<file path="src/rtl/ssx_pkg.sv">
package ssx_pkg;

    typedef enum logic [1:0] {
        ST_IDLE = 2'd0,
        ST_LOW  = 2'd1,
        ST_HIGH = 2'd2
    } ssx_state_e;

endpackage

</file>
<file path="src/rtl/ssx_clkgen.sv">
// Half-period divider for the internal clock and synchronizer/edge detector
// for the external clock and its companion data input.
module ssx_clkgen #(
    parameter int DIV_W       = 8,
    parameter int SYNC_STAGES = 2
) (
    input  logic             clk,
    input  logic             rst_n,
    input  logic             run,
    input  logic [DIV_W-1:0] div,
    input  logic             sck_i,
    input  logic             sd_i,
    output logic             tick,
    output logic             ext_rise,
    output logic             ext_fall,
    output logic             sd_sync
);

    logic [DIV_W-1:0]     cnt;
    logic [SYNC_STAGES:0] sck_sh;
    logic [SYNC_STAGES-1:0] sd_sh;

    // divider: reloads while stopped, counts down N..0 while running
    always_ff @(posedge clk or negedge rst_n) begin
        if (!rst_n) begin
            cnt <= '0;
        end else if (!run || cnt == '0) begin
            cnt <= div;
        end else begin
            cnt <= cnt - 1'b1;
        end
    end

    assign tick = run && (cnt == '0);

    // clock synchronizer plus one history flop for edge detection
    always_ff @(posedge clk or negedge rst_n) begin
        if (!rst_n) begin
            sck_sh <= '1;
            sd_sh  <= '0;
        end else begin
            sck_sh <= {sck_sh[SYNC_STAGES-1:0], sck_i};
            sd_sh  <= {sd_sh[SYNC_STAGES-2:0], sd_i};
        end
    end

    assign ext_rise = sck_sh[SYNC_STAGES-1] & ~sck_sh[SYNC_STAGES];
    assign ext_fall = ~sck_sh[SYNC_STAGES-1] & sck_sh[SYNC_STAGES];
    assign sd_sync  = sd_sh[SYNC_STAGES-1];

endmodule

</file>
<file path="src/rtl/ssx_tx.sv">
// Transmit holding register and shifter; line holds its level when idle.
module ssx_tx #(
    parameter int DATA_W = 8
) (
    input  logic              clk,
    input  logic              rst_n,
    input  logic              tx_en,
    input  logic [DATA_W-1:0] wr_data,
    input  logic              wr_valid,
    output logic              wr_ready,
    input  logic              load,
    input  logic              shift,
    input  logic              done,
    output logic              hold_full,
    output logic              empty,
    output logic              sd_o
);

    logic [DATA_W-1:0] hold;
    logic [DATA_W-2:0] shreg;
    logic              busy;
    logic              take;

    assign wr_ready = !hold_full;
    assign take     = load && tx_en && hold_full;

    always_ff @(posedge clk or negedge rst_n) begin
        if (!rst_n) begin
            hold      <= '0;
            hold_full <= 1'b0;
        end else if (wr_valid && wr_ready) begin
            hold      <= wr_data;
            hold_full <= 1'b1;
        end else if (take) begin
            hold_full <= 1'b0;
        end
    end

    always_ff @(posedge clk or negedge rst_n) begin
        if (!rst_n) begin
            shreg <= '0;
            sd_o  <= 1'b1;
            busy  <= 1'b0;
        end else if (take) begin
            sd_o  <= hold[0];
            shreg <= hold[DATA_W-1:1];
            busy  <= 1'b1;
        end else begin
            if (shift && busy) begin
                sd_o  <= shreg[0];
                shreg <= shreg >> 1;
            end
            if (done) begin
                busy <= 1'b0;
            end
        end
    end

    assign empty = !hold_full && !busy;

endmodule

</file>
<file path="src/rtl/ssx_rx.sv">
// Receive shifter and holding register with overrun detection.
module ssx_rx #(
    parameter int DATA_W = 8
) (
    input  logic              clk,
    input  logic              rst_n,
    input  logic              rx_en,
    input  logic              sample,
    input  logic              sd_bit,
    input  logic              done,
    input  logic              rd_ready,
    output logic [DATA_W-1:0] rd_data,
    output logic              rd_valid,
    output logic              overrun
);

    logic [DATA_W-2:0] shreg;
    logic              pop;

    assign pop = rd_valid && rd_ready;

    always_ff @(posedge clk or negedge rst_n) begin
        if (!rst_n) begin
            shreg <= '0;
        end else if (sample) begin
            shreg <= {sd_bit, shreg[DATA_W-2:1]};
        end
    end

    always_ff @(posedge clk or negedge rst_n) begin
        if (!rst_n) begin
            rd_data  <= '0;
            rd_valid <= 1'b0;
            overrun  <= 1'b0;
        end else begin
            if (pop) begin
                rd_valid <= 1'b0;
                overrun  <= 1'b0;
            end
            if (done && rx_en) begin
                if (rd_valid && !pop) begin
                    overrun <= 1'b1;
                end else begin
                    rd_data  <= {sd_bit, shreg};
                    rd_valid <= 1'b1;
                end
            end
        end
    end

endmodule

</file>
<file path="src/rtl/sync_serial_xcvr.sv">
module sync_serial_xcvr
    import ssx_pkg::*;
#(
    parameter int DATA_W      = 8,
    parameter int DIV_W       = 8,
    parameter int SYNC_STAGES = 2
) (
    input  logic              clk,
    input  logic              rst_n,
    input  logic              cfg_ext_clk,
    input  logic [DIV_W-1:0]  cfg_div,
    input  logic              tx_en,
    input  logic              rx_en,
    input  logic [DATA_W-1:0] tx_data,
    input  logic              tx_valid,
    output logic              tx_ready,
    output logic              tx_empty,
    output logic [DATA_W-1:0] rx_data,
    output logic              rx_valid,
    input  logic              rx_ready,
    output logic              rx_overrun,
    input  logic              sck_i,
    output logic              sck_o,
    output logic              sck_oe,
    input  logic              sd_i,
    output logic              sd_o
);

    localparam int BIT_CW = $clog2(DATA_W + 1);
    localparam logic [BIT_CW-1:0] LAST_BIT = BIT_CW'(DATA_W - 1);
    localparam logic [BIT_CW-1:0] ALL_BITS = BIT_CW'(DATA_W);

    ssx_state_e        state, state_d;
    logic [BIT_CW-1:0] bit_cnt;
    logic              tick, ext_rise, ext_fall, sd_sync, sd_bit;
    logic              rise_evt, fall_evt, start_ok;
    logic              go_load, go_shift, go_sample, char_done;
    logic              tx_hold_full, sck_q, busy;

    assign busy     = (state != ST_IDLE);
    assign rise_evt = cfg_ext_clk ? ext_rise : tick;
    assign fall_evt = cfg_ext_clk ? ext_fall : tick;
    assign sd_bit   = cfg_ext_clk ? sd_sync : sd_i;

    // internal master starts only with work to do; a slave follows when enabled
    assign start_ok = cfg_ext_clk ? (tx_en || rx_en)
                    : (tx_en ? tx_hold_full : (rx_en && !rx_valid));

    assign char_done = go_sample && (bit_cnt == LAST_BIT);

    ssx_clkgen #(.DIV_W(DIV_W), .SYNC_STAGES(SYNC_STAGES)) u_clk (
        .clk      (clk),
        .rst_n    (rst_n),
        .run      (busy && !cfg_ext_clk),
        .div      (cfg_div),
        .sck_i    (sck_i),
        .sd_i     (sd_i),
        .tick     (tick),
        .ext_rise (ext_rise),
        .ext_fall (ext_fall),
        .sd_sync  (sd_sync)
    );

    ssx_tx #(.DATA_W(DATA_W)) u_tx (
        .clk       (clk),
        .rst_n     (rst_n),
        .tx_en     (tx_en),
        .wr_data   (tx_data),
        .wr_valid  (tx_valid),
        .wr_ready  (tx_ready),
        .load      (go_load),
        .shift     (go_shift),
        .done      (char_done),
        .hold_full (tx_hold_full),
        .empty     (tx_empty),
        .sd_o      (sd_o)
    );

    ssx_rx #(.DATA_W(DATA_W)) u_rx (
        .clk      (clk),
        .rst_n    (rst_n),
        .rx_en    (rx_en),
        .sample   (go_sample),
        .sd_bit   (sd_bit),
        .done     (char_done),
        .rd_ready (rx_ready),
        .rd_data  (rx_data),
        .rd_valid (rx_valid),
        .overrun  (rx_overrun)
    );

    // next-state and edge actions
    always_comb begin
        state_d   = state;
        go_load   = 1'b0;
        go_shift  = 1'b0;
        go_sample = 1'b0;
        unique case (state)
            ST_IDLE: begin
                if (cfg_ext_clk ? (ext_fall && start_ok) : start_ok) begin
                    go_load = 1'b1;
                    state_d = ST_LOW;
                end
            end
            ST_LOW: begin
                if (rise_evt) begin
                    go_sample = 1'b1;
                    state_d   = ST_HIGH;
                end
            end
            ST_HIGH: begin
                if (fall_evt) begin
                    if (bit_cnt != ALL_BITS) begin
                        go_shift = 1'b1;
                        state_d  = ST_LOW;
                    end else if (start_ok) begin
                        go_load = 1'b1;
                        state_d = ST_LOW;
                    end else begin
                        state_d = ST_IDLE;
                    end
                end
            end
            default: state_d = ST_IDLE;
        endcase
    end

    // state register and bit counter
    always_ff @(posedge clk or negedge rst_n) begin
        if (!rst_n) begin
            state   <= ST_IDLE;
            bit_cnt <= '0;
        end else begin
            state <= state_d;
            if (go_load) begin
                bit_cnt <= '0;
            end else if (go_sample) begin
                bit_cnt <= bit_cnt + 1'b1;
            end
        end
    end

    // registered clock output: low exactly while in the low phase
    always_ff @(posedge clk or negedge rst_n) begin
        if (!rst_n) begin
            sck_q <= 1'b1;
        end else begin
            sck_q <= (state_d != ST_LOW);
        end
    end

    assign sck_o  = sck_q;
    assign sck_oe = !cfg_ext_clk;

endmodule

</file>
<file path="config.mk">
export PLATFORM = sky130hd
export DESIGN_NAME = sync_serial_xcvr
export DESIGN_NICKNAME = d
export VERILOG_FILES = /design/src/rtl/ssx_pkg.sv /design/src/rtl/ssx_clkgen.sv /design/src/rtl/ssx_tx.sv /design/src/rtl/ssx_rx.sv /design/src/rtl/sync_serial_xcvr.sv
export SDC_FILE = /design/constraint.sdc
export NUM_CORES = 1
export LEC_CHECK = 0
export ABC_AREA = 1
export ABC_CLOCK_PERIOD_IN_PS = 2900
export BUFFER_PORTS_ARGS = -buffer_cell sky130_fd_sc_hd__buf_4
export CORE_ASPECT_RATIO = 0.8
export CORE_MARGIN = 2
export CORE_UTILIZATION = 50
export DETAILED_ROUTE_END_ITERATION = 10
export GPL_TIMING_DRIVEN = 0
export PLACE_DENSITY = 0.78
export SETUP_SLACK_MARGIN = 0.15
export SLEW_MARGIN = 10
export SYNTH_ARGS = -nofsm -noshare
export SYNTH_HDL_FRONTEND = slang
export SYNTH_HIERARCHICAL = 1
export SYNTH_SLANG_ARGS = --single-unit
</file>
<file path="constraint.sdc">
create_clock -name clk -period 2.9 [get_ports clk]
set_input_delay 0.87 -clock clk [delete_from_list [all_inputs] [get_ports clk]]
set_output_delay 0.87 -clock clk [all_outputs]
set_load 0.05 [all_outputs]
</file>
# Word level (Yosys, flattened, before mapping)

Cells that the tools add are included.
W data, S select, Z words.

Logic and storage cells: 95
Input bits: 25
Bits in registers: 55
Output and inout bits: 15

Equality and inequality tests: 5
$add $sub $neg: 2
Reduce and logical (&&, ||, !) cells: 29
Bitwise operators: 5
Multiplexer cells: 39

Operator list:

| operator              | count |
|---|---|
| $mux W1               | 29 |
| $mux W7               | 2 |
| $logic_and A1 B1 Y1   | 13 |
| $reduce_bool A2 Y1    | 5 |
| $logic_not A8 Y1      | 1 |
| $mux W4               | 2 |
| $mux W8               | 1 |
| $sub A8 B1 Y8 const B | 1 |
| $logic_not A1 Y1      | 6 |
| $mux W2               | 3 |
| $pmux W2 S3           | 1 |
| $add A4 B1 Y4 const B | 1 |
| $eq A4 B3 Y1 const B  | 1 |
| $ne A4 B4 Y1 const B  | 1 |
| $not A1 Y1            | 3 |
| $and A1 B1 Y1         | 2 |
| $eq A2 B1 Y1 const B  | 1 |
| $eq A2 B2 Y1 const B  | 1 |
| $logic_not A2 Y1      | 1 |
| $logic_or A1 B1 Y1    | 2 |
| $ne A2 B1 Y1 const B  | 1 |
| $pmux W1 S2           | 1 |
| $reduce_and A2 Y1     | 1 |

# Longest topological paths before layout

Gate-level depths: netlist of the first run.

Depth in word-level cells: 12
Gate-level depth with buffers: 15
Depth with buffers taken out: 14

# Hierarchy

Netlist of the first run, hierarchy kept.

Modules (own cells, without submodules):

| module           | cells each | area each (um^2) | seq. area each (um^2) | times used |
|---|---|---|---|---|
| ssx_tx           | 103        | 904.6            | 451.7                 | 1 |
| ssx_clkgen       | 77         | 704.4            | 329.1                 | 1 |
| ssx_rx           | 70         | 666.9            | 425.4                 | 1 |
| sync_serial_xcvr | 78         | 520.5            | 176.4                 | 1 |

# Least setup slack after synthesis of the first run

Ideal clock, no wire load.

Path kind: input-to-reg
Start: in cfg_ext_clk
End: reg u_tx.shreg[0]
Buffers on the path: 2
Arrival: 2.338 ns
Library setup time: 0.117 ns
Path slack: 0.445 ns
Required time: 2.783 ns
Stages: 14
Path through: nor2_1 -> inv_1 -> nor3_1 -> inv_1 -> nand2_2 -> nand3_2 -> nand2_2 -> nand2_2 -> nor2_4 -> buf_4 -> nand3_4 -> buf_8 -> nand3_1 -> nand2_1

Cells in the longest elaborated chain, start to end: 9
Elaborated cells between the ends (all ways): 19
Classes of those cells: 11 x mux; 8 x reduce/logical

RTL lines:

| what                                          | line                    | RTL |
|---|---|---|
| start: declaration                            | sync_serial_xcvr.sv:10  | `input logic cfg_ext_clk,` |
| $logic_not A1 Y1 *                            | sync_serial_xcvr.sv:54  | `.run (busy && !cfg_ext_clk),` |
| $logic_and A1 B1 Y1 *                         | sync_serial_xcvr.sv:54  |  |
| $logic_and A1 B1 Y1 *                         | ssx_clkgen.sv:34        | `assign tick = run && (cnt == '0);` |
| named net tick                                | sync_serial_xcvr.sv:35  | `logic tick, ext_rise, ext_fall, sd_sync, sd_bit;` |
| $mux W1 *                                     | sync_serial_xcvr.sv:42  | `assign fall_evt = cfg_ext_clk ? ext_fall : tick;` |
| $mux W1 *                                     | sync_serial_xcvr.sv:112 | `if (fall_evt) begin` |
| $pmux W1 S2 *                                 | sync_serial_xcvr.sv:98  | `unique case (state)` |
| named net go_load                             | sync_serial_xcvr.sv:37  | `logic go_load, go_shift, go_sample, char_done;` |
| $logic_and A1 B1 Y1 * (2 in series)           | ssx_tx.sv:25            | `assign take = load && tx_en && hold_full;` |
| $mux W7 or $reduce_bool A2 Y1 (tied branches) | --                      |  |
| end signal: assignment                        | ssx_tx.sv:46            | `shreg <= hold[DATA_W-1:1];` |
| end signal: assignment                        | ssx_tx.sv:51            | `shreg <= shreg >> 1;` |
| end: declaration                              | ssx_tx.sv:20            | `logic [DATA_W-2:0] shreg;` |

Mark *: on every way through the listed nets, which the timed path passes. The rest lies on a longest branch.
A chain may end at the register's enable or synchronous reset.

# Worst setup path in the final report of the first run

Start: in cfg_ext_clk
End: reg u_tx.shreg[5]

Same word-level chain as after synthesis.

==> impl_metrics.csv, run 1 <==
group,metric,value,unit
grt,grt_pass1_wl,9390,um
synth,yosysWarnings,6,
timing,slew_violations,0,
die,initial_core_util,51.5,%
timing,fin_crit,2.51,ns
synth,synth_cell_type_count,30,
setup_path,path_cells,"buf_4 -> nor2_1 -> inv_1 -> nor3_1 -> inv_1 -> nand2_2 -> nand3_2 -> nand2_2 -> nand2_2 -> nor2_4 -> buf_4 -> nand3_4 -> buf_8 -> nand3_1 -> nand2_1",
grt,antenna_found_initial,0,
grt,grt.total_usage,18.9,%
placed_design,place_ws,0.0911,ns
clock_tree,htreeDepth,2,
layout,fin_nets,403,
clock_tree,cts_hold_buf,0,
min_path,whs_path_depth,0,
drt,ant_nets,0,
timing,fmax,0.398,GHz
synth,synth_area,0.00280,sq mm
layout,fill_cells,455,
drt,wl_met2,2460,um
grt,grt_overflow,0,
die,core_area,0.00544,sq mm
setup_path,worstPathMaxFanout,10,
clock_tree,clkLatencyLatePin,0.31,ns
die,ios,40,
die,num_rows,24,
grt,grt_pass1_vias,2113,
clock_tree,clock-sinks,55,
timing,setup_viol,0,
layout,n_antenna_cell,0,
drt,vias_per_cell,4.83,
drt,routed_wl,5360,um
drt,dr.pass1.iters,4,
synth,yosysMostFrequentCell,"nand2_1",
synth,syn_nets,357,
drt,route.detailed.drc,0,
synth,async_flop_share,100,%
timing,tightest_slew,0.685,ns
synth,avgSynthCellArea,8.53,sq um
timing,finalCritPeriodShare,86.7,%
drt,dr.first_iter.drc_count,99,
clock_tree,cts-resized-gates,0,
timing,rsz0062_at_grt,"false",
synth,synth_top_area_share,44.7,%
drt,met1Wirelength,2610,um
drt,met3_length,195,um
setup_path,cp-end-kind,"flop",
clock_tree,clkTransAtPathRegs,0.10,ns
synth,ys_seq_area_share,49.4,%
layout,areaGrowthSynthToFinish,17.4,%
power_and_ir_drop,power_leakage,1.78,nW
synth,synth_area_leaders,"dfrtp_1 45%, nand2_1 12%, nand3_1 6.4%",
clock_tree,tritoncts,"yes",
power_and_ir_drop,peakVddDrop,465,uV
clock_tree,cts_made_buffers,5,
layout,drive_gt1_share,25.3,%
drt,avgRoutedWirePerCell,11.8,um
synth,yosysTopAreaCell,"dfrtp_1",
synth,synth_flop_cell,"dfrtp_1",
min_path,min_path_type,"reg2reg",
timing,clock-skew-final,0.0121,ns
synth,synth-edff-count,0,
status,status,"finished, final reports clean",
job,max_cap_viol_count,0,
setup_path,crit_arrival,2.72,ns
placed_design,dp_hpwl,3970,um
placed_design,routabilityCongestion,0.790,
clock_tree,post_cts_buffers,0,
clock_tree,clockRootBuffer,"clkbuf_8",
setup_path,cp_slowest_cell,"nor3_1",
placed_design,port_buffers,39,
synth,synthCells,328,
timing,fin_ws,0.386,ns
die,die_h,70.9,um
timing,tns,0,ns
timing,finalHoldViolations,0,
die,fp.dieArea,0.00621,sq mm
clock_tree,clockBufferDepth,2,
drt,top_layer,"met4",
setup_path,cp-start-kind,"input port",
synth,ys_seq_elements,55,
setup_path,reg2reg_depth,15,
drt,num_vias,2189,
power_and_ir_drop,powerDensity,803,mW/mm^2
setup_path,slowest_delay,0.30,ns
setup_path,required,3.11,ns
setup_path,crit_type,"in2reg",
timing,max_slew_margin,54.3,%
synth,synth_commonest_cells,"92 x nand2_1, 50 x dfrtp_1, 37 x inv_1",
die,die_w,87.6,um
setup_path,cp_common_cell,"nand2_2",
grt,grt_start_max_net_pins,56,
-- stage by stage --
step	utilization, %	power [mW]	hold slack [ns]	cell area [sq um]	instances
after floorplan	-	1.95	0.331	2800	328
after global placement	58.6	2.16	0.332	3190	445
after detailed placement	58.6	2.21	0.340	3190	445
after CTS	60.4	2.65	0.363	3280	453
after global routing	60.4	2.84	0.374	3280	453
final	60.4	2.64	0.364	3280	453
-- placed cells by master, fill, tap and decap left out, types with 3 or more instances in the layout --
cell type | netlist | final
inv_2 | 5 | 5
nand2_2 | 14 | 14
o21ai_0 | 9 | 9
dfstp_2 | 5 | 5
nand4_1 | 11 | 11
nor2_1 | 24 | 24
nand2_1 | 92 | 92
buf_4 | 3 | 42
nor2_4 | 3 | 3
dfrtp_1 | 50 | 50
nand3_1 | 36 | 36
clkbuf_8 | 1 | 6
inv_1 | 37 | 37
nand2_4 | 3 | 3
a21oi_1 | 11 | 11
ha_1 | 4 | 4
-- cells by family (layout without fill, tap and decap cells) --
kind of cell,after synthesis,count (layout),share of synthesized area [%]
fa+ha+maj,4,4,1.79
buf+inv,51,98,8.95
compound gates,21,21,3.85
simple gates,194,194,35.0
flops,55,55,49.4
xor+xnor,3,3,0.940
-- where the power goes --
group / switching [mW] / internal (mW)
Combinational: 0.637 / 0.360
Clock: 0.265 / 0.179
Sequential: 0.167 / 1.03
Total: 1.07 / 1.57
-- layout make-up --
cell class              count  area (sq um)  share of cell area, %
inverters                  43           169                   5.14
well taps                  78          97.6                   2.97
flip-flops and latches     55          1380                   42.1
multi-input cells         222          1160                   35.4
clock inverters             3          28.8                  0.876
repair buffers             39           293                   8.91
clock buffers               5          68.8                   2.10
plain buffers               8          81.3                   2.48
-- per-layer routing --
layer  global-route usage, %  vias up
met1                    27.5     1012
met4                    5.81        0
met2                    28.5       48
met3                    4.20       10
li1                        -     1119
met5                       0        -
-- critical path: cells and delay by family --
kind | cells | cell delay [ns]
buffers and inverters | 5 | 0.70
and+or+nand+nor | 10 | 1.14
-- registers in the layout, summed over array words and instances, names as in the netlist, named ones only --
| signal | flops |
|---|---|
| u_clk/sd_sh | 2 |
| state | 2 |
| u_rx/shreg | 7 |
| u_tx/busy | 1 |
| u_rx/rd_data | 8 |
| u_tx/shreg | 7 |
| bit_cnt | 4 |
| sck_o | 1 |
| u_clk/cnt | 8 |
| u_tx/hold | 8 |
| u_tx/sd_o | 1 |
| u_clk/sck_sh | 3 |
| u_rx/rd_valid | 1 |
| u_tx/hold_full | 1 |
-- path summary, 6_finish.rpt --
| kind | from | to | slack, ns |
|---|---|---|---|
| setup reg to reg | u_clk/cnt[0] | u_tx/shreg[5] | 0.50 |
| setup / recovery | cfg_ext_clk | u_tx/shreg[5] | 0.39 |
| hold reg to reg | u_clk/sd_sh[0] | u_clk/sd_sh[1] | 0.36 |
| max in group asynchronous | rst_n | bit_cnt[0] | 1.85 |
| min in group asynchronous | rst_n | u_clk/cnt[4] | 0.59 |
| hold / removal | u_clk/sd_sh[0] | u_clk/sd_sh[1] | 0.36 |
Power figures use the tool's default switching activity.
==> run 2: changes to the inputs <==
--- a/config.mk
+++ b/config.mk
@@ -5,7 +5,6 @@
 export SDC_FILE = /design/constraint.sdc
 export NUM_CORES = 1
 export LEC_CHECK = 0
-export ABC_AREA = 1
 export ABC_CLOCK_PERIOD_IN_PS = 2900
 export BUFFER_PORTS_ARGS = -buffer_cell sky130_fd_sc_hd__buf_4
 export CORE_ASPECT_RATIO = 0.8
==> run 2 against run 1 <==
  * Global-route usage fell by 1.9 points
  * Combinational power decreased by 21%
  * Critical path depth decreased by 7
  * Wire length down 4.0%
  * Synthesized area fell by 1.0%
  * Fmax is 5.3% lower
  * Synthesized cell count fell by 33%
  * Critical path type is now reg2reg
  * Critical endpoint is now u_tx/shreg[6]
==> impl_metrics.csv, run 2 <==
group,metric,value,unit
setup_path,crit_arrival,2.86,ns
layout,drive_gt1_share,47.5,%
layout,n_antenna_cell,0,
power_and_ir_drop,combPwrFrac,33.4,%
drt,vias_per_cell,5.54,
clock_tree,clkTransAtPathRegs,0.10,ns
synth,synth_area,0.00277,sq mm
timing,slew_violations,0,
die,fp.dieArea,0.00615,sq mm
grt,grt_pass1_vias,1751,
timing,fin_ws,0.244,ns
timing,fmax,0.376,GHz
placed_design,dp_hpwl,3420,um
setup_path,cp_slowest_cell,"or4_4",
layout,design_area,0.00337,sq mm
die,ios,40,
timing,setup_viol,0,
timing,max_slew_margin,53.9,%
synth,synth_area_leaders,"dfrtp_1 45%, mux2_2 8.5%, mux2_4 4.9%",
drt,num_vias,1900,
timing,tightest_slew,0.692,ns
synth,synthCells,220,
power_and_ir_drop,peakVddDrop,494,uV
grt,antenna_found_initial,0,
grt,grt_overflow,0,
die,die_h,70.5,um
grt,grt_start_max_net_pins,56,
synth,avgSynthCellArea,12.6,sq um
drt,route.detailed.drc,0,
synth,synth_commonest_cells,"50 x dfrtp_1, 21 x mux2_2, 17 x inv_1",
drt,ant_nets,0,
layout,areaGrowthSynthToFinish,21.7,%
drt,avgRoutedWirePerCell,15.0,um
power_and_ir_drop,power_leakage,1.60,nW
clock_tree,cts_made_buffers,5,
synth,yosysWarnings,6,
drt,routed_wl,5140,um
clock_tree,htreeDepth,2,
clock_tree,clkLatencyLatePin,0.31,ns
min_path,min_path_type,"reg2reg",
setup_path,slowest_delay,0.59,ns
setup_path,cp-end-kind,"flop",
die,num_rows,24,
layout,layout_common_cells,"50 x buf_4, 48 x dfrtp_1, 21 x mux2_2",
timing,rsz0062_at_grt,"false",
synth,ys_seq_elements,55,
layout,fill_cells,425,
synth,synth_cell_type_count,48,
setup_path,required,3.11,ns
clock_tree,tritoncts,"yes",
grt,grt_pass1_wl,8390,um
setup_path,worstPathMaxFanout,7,
setup_path,crit_type,"reg2reg",
die,core_area,0.00541,sq mm
synth,ys_seq_area_share,50.0,%
layout,final_util,62.3,%
placed_design,place_ws,-0.226,ns
power_and_ir_drop,p_clk_share,18.2,%
layout,layout_commonest_cell,"buf_4",
synth,synth_flop_cell,"dfrtp_1",
clock_tree,clockRootBuffer,"clkbuf_8",
drt,dr.first_iter.drc_count,84,
layout,top_regs,"u_clk/cnt (8), u_rx/rd_data (8), u_tx/hold (8)",
synth,async_flop_share,100,%
timing,finalCritPeriodShare,91.6,%
power_and_ir_drop,internal_power,1.59,mW
die,die_w,87.2,um
die,initial_core_util,51.2,%
timing,fin_crit,2.66,ns
power_and_ir_drop,p_sw_share,32.8,%
status,status,"finished, final reports clean",
synth,synth_top_area_share,45.2,%
power_and_ir_drop,powerDensity,703,mW/mm^2
synth,yosysMostFrequentCell,"dfrtp_1",
setup_path,path_cells,"or4_4 -> nor3_4 -> buf_4 -> and2b_1 -> o31ai_4 -> and2_4 -> nand3_4 -> mux2_4",
synth,yosysTopAreaCell,"dfrtp_1",
placed_design,postPlaceCellArea,0.00316,sq mm
clock_tree,clockBufferDepth,2,
job,max_cap_viol_count,0,
synth,syn_nets,249,
timing,clock-skew-final,0.00780,ns
power_and_ir_drop,p_seq_share,48.5,%
synth,synth-edff-count,0,
timing,finalHoldViolations,0,
power_and_ir_drop,switchingPower,0.776,mW
clock_tree,clock-sinks,55,
placed_design,port_buffers,38,
drt,dr.pass1.iters,4,
placed_design,routabilityCongestion,0.811,
grt,grt.total_usage,17.1,%
setup_path,cp-start-kind,"flop",
layout,fin_nets,306,
## run 2: kinds of logic after synthesis
group                    count (synthesis)  synth area share (%)
multiplexers                            34                  15.0
flip-flops                              55                  50.0
AO/OA/AOI/OAI                           46                  14.4
buffers and inverters                   25                  4.43
XOR/XNOR                                 3                 0.950
adder cells (fa/ha/maj)                  4                  1.81
AND/OR/NAND/NOR                         53                  13.4
## run 2: worst paths after layout
kind                           startpoint              to  slack, ns  depth (start not counted)
setup / recovery             u_clk/cnt[3]   u_tx/shreg[6]       0.24                          8
hold / removal             u_clk/sd_sh[0]  u_clk/sd_sh[1]       0.36                          0
setup reg to reg             u_clk/cnt[3]   u_tx/shreg[6]       0.24                          8
hold reg to reg            u_clk/sd_sh[0]  u_clk/sd_sh[1]       0.36                          0
max in group asynchronous           rst_n    u_clk/cnt[3]       1.79                          1
min in group asynchronous           rst_n  u_clk/sd_sh[1]       0.59                          1
## run 2: worst max-delay path, delay by kind of cell (launching register included)
family | cells | cell delay, ns
compound gates | 1 | 0.23
buf+inv | 1 | 0.16
flops | 1 | 0.44
mux | 1 | 0.31
simple gates | 5 | 1.39
## run 2: power by group through the flow
| stage | clock, mW | combinational [mW] | sequential [mW] |
|---|---|---|---|
| 2_1_floorplan | 0 | 0.548 | 1.17 |
| 3_3_place_gp | 0 | 0.727 | 1.15 |
| 3_5_place_dp | 0 | 0.743 | 1.16 |
| 4_1_cts | 0.451 | 0.753 | 1.14 |
| 5_1_grt | 0.482 | 0.859 | 1.18 |
| 6_report | 0.430 | 0.791 | 1.15 |
## run 2: layer usage
layer / track usage [%] / share of wire, % / vias to the layer above
met1: 26.3 / 51 / 920
met2: 25.5 / 43 / 53
li1: - / - / 923
met5: 0 / 0 / -
met3: 4.20 / 5.3 / 4
met4: 2.05 / 0.47 / 0
## run 2: stage by stage
stage	TNS (ns)	hold slack, ns	std cells	total power, mW
CTS	0	0.362	334	2.35
global placement	-1.90	0.333	323	1.88
detailed placement	-2.54	0.338	323	1.90
finish	0	0.359	343	2.37
floorplan	0	0.331	220	1.71
global route	0	0.366	343	2.52
## run 2: final cells by class
class	count	area (sq um)	share of cell area, %
sequential	55	1390	41.1
multi-input combinational	140	1310	38.9
timing repair buffer	50	375	11.1
tap	65	81.3	2.41
clock buffer	5	68.8	2.04
inverter	17	63.8	1.89
buffer	8	58.8	1.75
clock inverter	3	25.0	0.743
## run 2: what timing repair did
action                                  in CTS  in global routing
endpoints found under the setup margin      16                 16
pin swaps                                    3                  2
resized for setup                            4                  5
hold buffers                                 0                  0
buffers inserted                             3                  9
==> run 3: changes to the inputs <==
--- a/config.mk
+++ b/config.mk
@@ -5,7 +5,7 @@
 export SDC_FILE = /design/constraint.sdc
 export NUM_CORES = 1
 export LEC_CHECK = 0
-export ABC_CLOCK_PERIOD_IN_PS = 2900
+export ABC_CLOCK_PERIOD_IN_PS = 2480
 export BUFFER_PORTS_ARGS = -buffer_cell sky130_fd_sc_hd__buf_4
 export CORE_ASPECT_RATIO = 0.8
 export CORE_MARGIN = 2
==> constraint.sdc (replaced) <==
create_clock -name clk -period 2.48 [get_ports clk]
set_input_delay 0.744 -clock clk [delete_from_list [all_inputs] [get_ports clk]]
set_output_delay 0.744 -clock clk [all_outputs]
set_load 0.05 [all_outputs]
==> run 3 against run 2 <==
  * The run now ends with setup timing left
  * Total power up 21%
  * First-iteration DRC count up 68%
  * Die area unchanged
  * Design area up 6.6%
  * Via count up 6.1%
  * Register-to-register slack worse by 0.41 ns
  * Setup slack worse by 0.41 ns
  * Count of clock-buffer cells in the layout unchanged
  * Clock skew down 0.0037 ns
  * Sequential cell count unchanged
  * Critical endpoint is now u_rx/rd_data[2]
  * Largest cell class unchanged
==> impl_metrics.csv, run 3 (same netlist as run 2, synthesis figures left out) <==
group,metric,value,unit
grt,grt_overflow,0,
grt,antenna_found_initial,0,
drt,routed_wl,5700,um
power_and_ir_drop,powerDensity,799,mW/mm^2
job,max_cap_viol_count,0,
drt,avgRoutedWirePerCell,15.9,um
grt,grt_pass1_wl,9220,um
layout,drive_gt1_share,51.9,%
status,status,"finished, violations left",
layout,layout_common_cells,"57 x buf_4, 49 x dfrtp_1, 17 x mux2_4",
clock_tree,clkLatencyLatePin,0.31,ns
setup_path,crit_type,"reg2reg",
drt,route.detailed.drc,0,
timing,max_slew_margin,55.3,%
die,fp.dieArea,0.00615,sq mm
setup_path,required,2.68,ns
timing,finalHoldViolations,0,
drt,num_vias,2016,
timing,clock-skew-final,0.00408,ns
die,die_w,87.2,um
drt,dr.pass1.iters,4,
min_path,min_path_type,"reg2reg",
setup_path,cp-start-kind,"flop",
power_and_ir_drop,combPwrFrac,36.1,%
clock_tree,clock-sinks,55,
drt,vias_per_cell,5.63,
die,ios,40,
placed_design,routabilityCongestion,0.773,
die,core_area,0.00541,sq mm
power_and_ir_drop,switchingPower,0.951,mW
timing,tightest_slew,0.671,ns
power_and_ir_drop,internal_power,1.92,mW
die,initial_core_util,51.2,%
layout,fill_cells,426,
clock_tree,tritoncts,"yes",
drt,dr.first_iter.drc_count,141,
power_and_ir_drop,peakVddDrop,620,uV
layout,top_regs,"u_clk/cnt (8), u_rx/rd_data (8), u_tx/hold (8)",
status,violations,"setup timing",
power_and_ir_drop,total_power,2.87,mW
grt,grt_pass1_vias,1896,
clock_tree,clockRootBuffer,"clkbuf_8",
clock_tree,clockBufferDepth,2,
clock_tree,cts_hold_buf,0,
power_and_ir_drop,p_clk_share,17.5,%
timing,tns,-1.54,ns
min_path,min_from,"u_clk/sd_sh[0]",
clock_tree,htreeDepth,2,
setup_path,cp-end-kind,"flop",
clock_tree,clkTransAtPathRegs,0.10,ns
power_and_ir_drop,p_seq_share,46.5,%
layout,n_antenna_cell,0,
timing,fin_crit,2.64,ns
timing,hold_slack,0.362,ns
setup_path,critPathLaunch,"u_clk/cnt[0]",
grt,grt.total_usage,19.1,%
layout,areaGrowthSynthToFinish,29.8,%
layout,layout_commonest_cell,"buf_4",
placed_design,dp_hpwl,3730,um
setup_path,worstPathMaxFanout,8,
die,die_h,70.5,um
setup_path,r2r-start,"u_clk/cnt[0]",
timing,slew_violations,0,
clock_tree,cts_made_buffers,5,
power_and_ir_drop,power_leakage,1.69,nW
placed_design,port_buffers,38,
timing,fmax,0.378,GHz
setup_path,crit_arrival,2.84,ns
power_and_ir_drop,p_sw_share,33.1,%
timing,rsz0062_at_grt,"true",
grt,grt_start_max_net_pins,56,
layout,fin_nets,321,
timing,finalCritPeriodShare,107,%
die,num_rows,24,
drt,ant_nets,0,
timing,fin_ws,-0.164,ns
timing,setup_viol,16,
run 3: final cells by class:
type                            instances  area (sq um)  area share [%]
Buffer                                  8          76.3            2.12
Clock buffer                            5          68.8            1.92
Clock inverter                          3          23.8           0.662
Inverter                               17          63.8            1.78
Multi-Input combinational cell        140          1370            38.1
Sequential cell                        55          1380            38.5
Tap cell                               65          81.3            2.26
Timing Repair Buffer                   65           527            14.7
run 3: worst max-delay path, cell delays in order (launching register included):
cell and delay, ns:
dfrtp_1 0.40, inv_2 0.09, ha_4 0.13, or3b_4 0.39
nor3_4 0.24, buf_6 0.14, mux2i_4 0.07, nor2_2 0.15
and4b_1 0.25, nand2_2 0.08, a21oi_4 0.14, buf_12 0.15
mux2_4 0.30
run 3: through the flow:
step	util, %	cells	setup slack, ns	area, sq um
finish	66.5	358	-0.164	3590
global route	66.5	358	-0.267	3590
CTS	63.7	348	-0.0356	3440
detailed placement	58.7	323	-0.375	3170
global placement	58.7	323	-0.331	3170
floorplan	-	220	-0.0840	2810
run 3: worst paths after layout:
| check | end | slack (ns) | depth (start not counted) |
|---|---|---|---|
| max in group asynchronous | u_clk/cnt[4] | 1.53 | 1 |
| hold reg to reg | u_clk/sd_sh[1] | 0.36 | 0 |
| setup / recovery | u_rx/rd_data[2] | -0.16 | 12 |
| hold / removal | u_clk/sd_sh[1] | 0.36 | 0 |
| min in group asynchronous | u_clk/sd_sh[0] | 0.46 | 1 |
| setup reg to reg | u_rx/rd_data[2] | -0.16 | 12 |
run 3: power by group through the flow:
stage / logic (mW) / registers (mW) / clock network (mW)
3_3_place_gp: 0.857 / 1.35 / 0
2_1_floorplan: 0.645 / 1.36 / 0
6_report: 1.04 / 1.33 / 0.501
3_5_place_dp: 0.889 / 1.36 / 0
5_1_grt: 1.12 / 1.37 / 0.551
4_1_cts: 0.991 / 1.33 / 0.519
run 3: repair_timing:
| action | in CTS | in global routing |
|---|---|---|
| gates resized for setup | 10 | 21 |
| pin swaps | 5 | 8 |
| setup buffers | 17 | 10 |
| endpoints found under the setup margin | 20 | 19 |
run 3: layer usage:
| layer | global-route usage, % | wire, um |
|---|---|---|
| met1 | 28.8 | 2690 |
| met2 | 29.0 | 2660 |
| met3 | 3.62 | 316 |
| met4 | 4.10 | 25 |
| met5 | 0 | 0 |
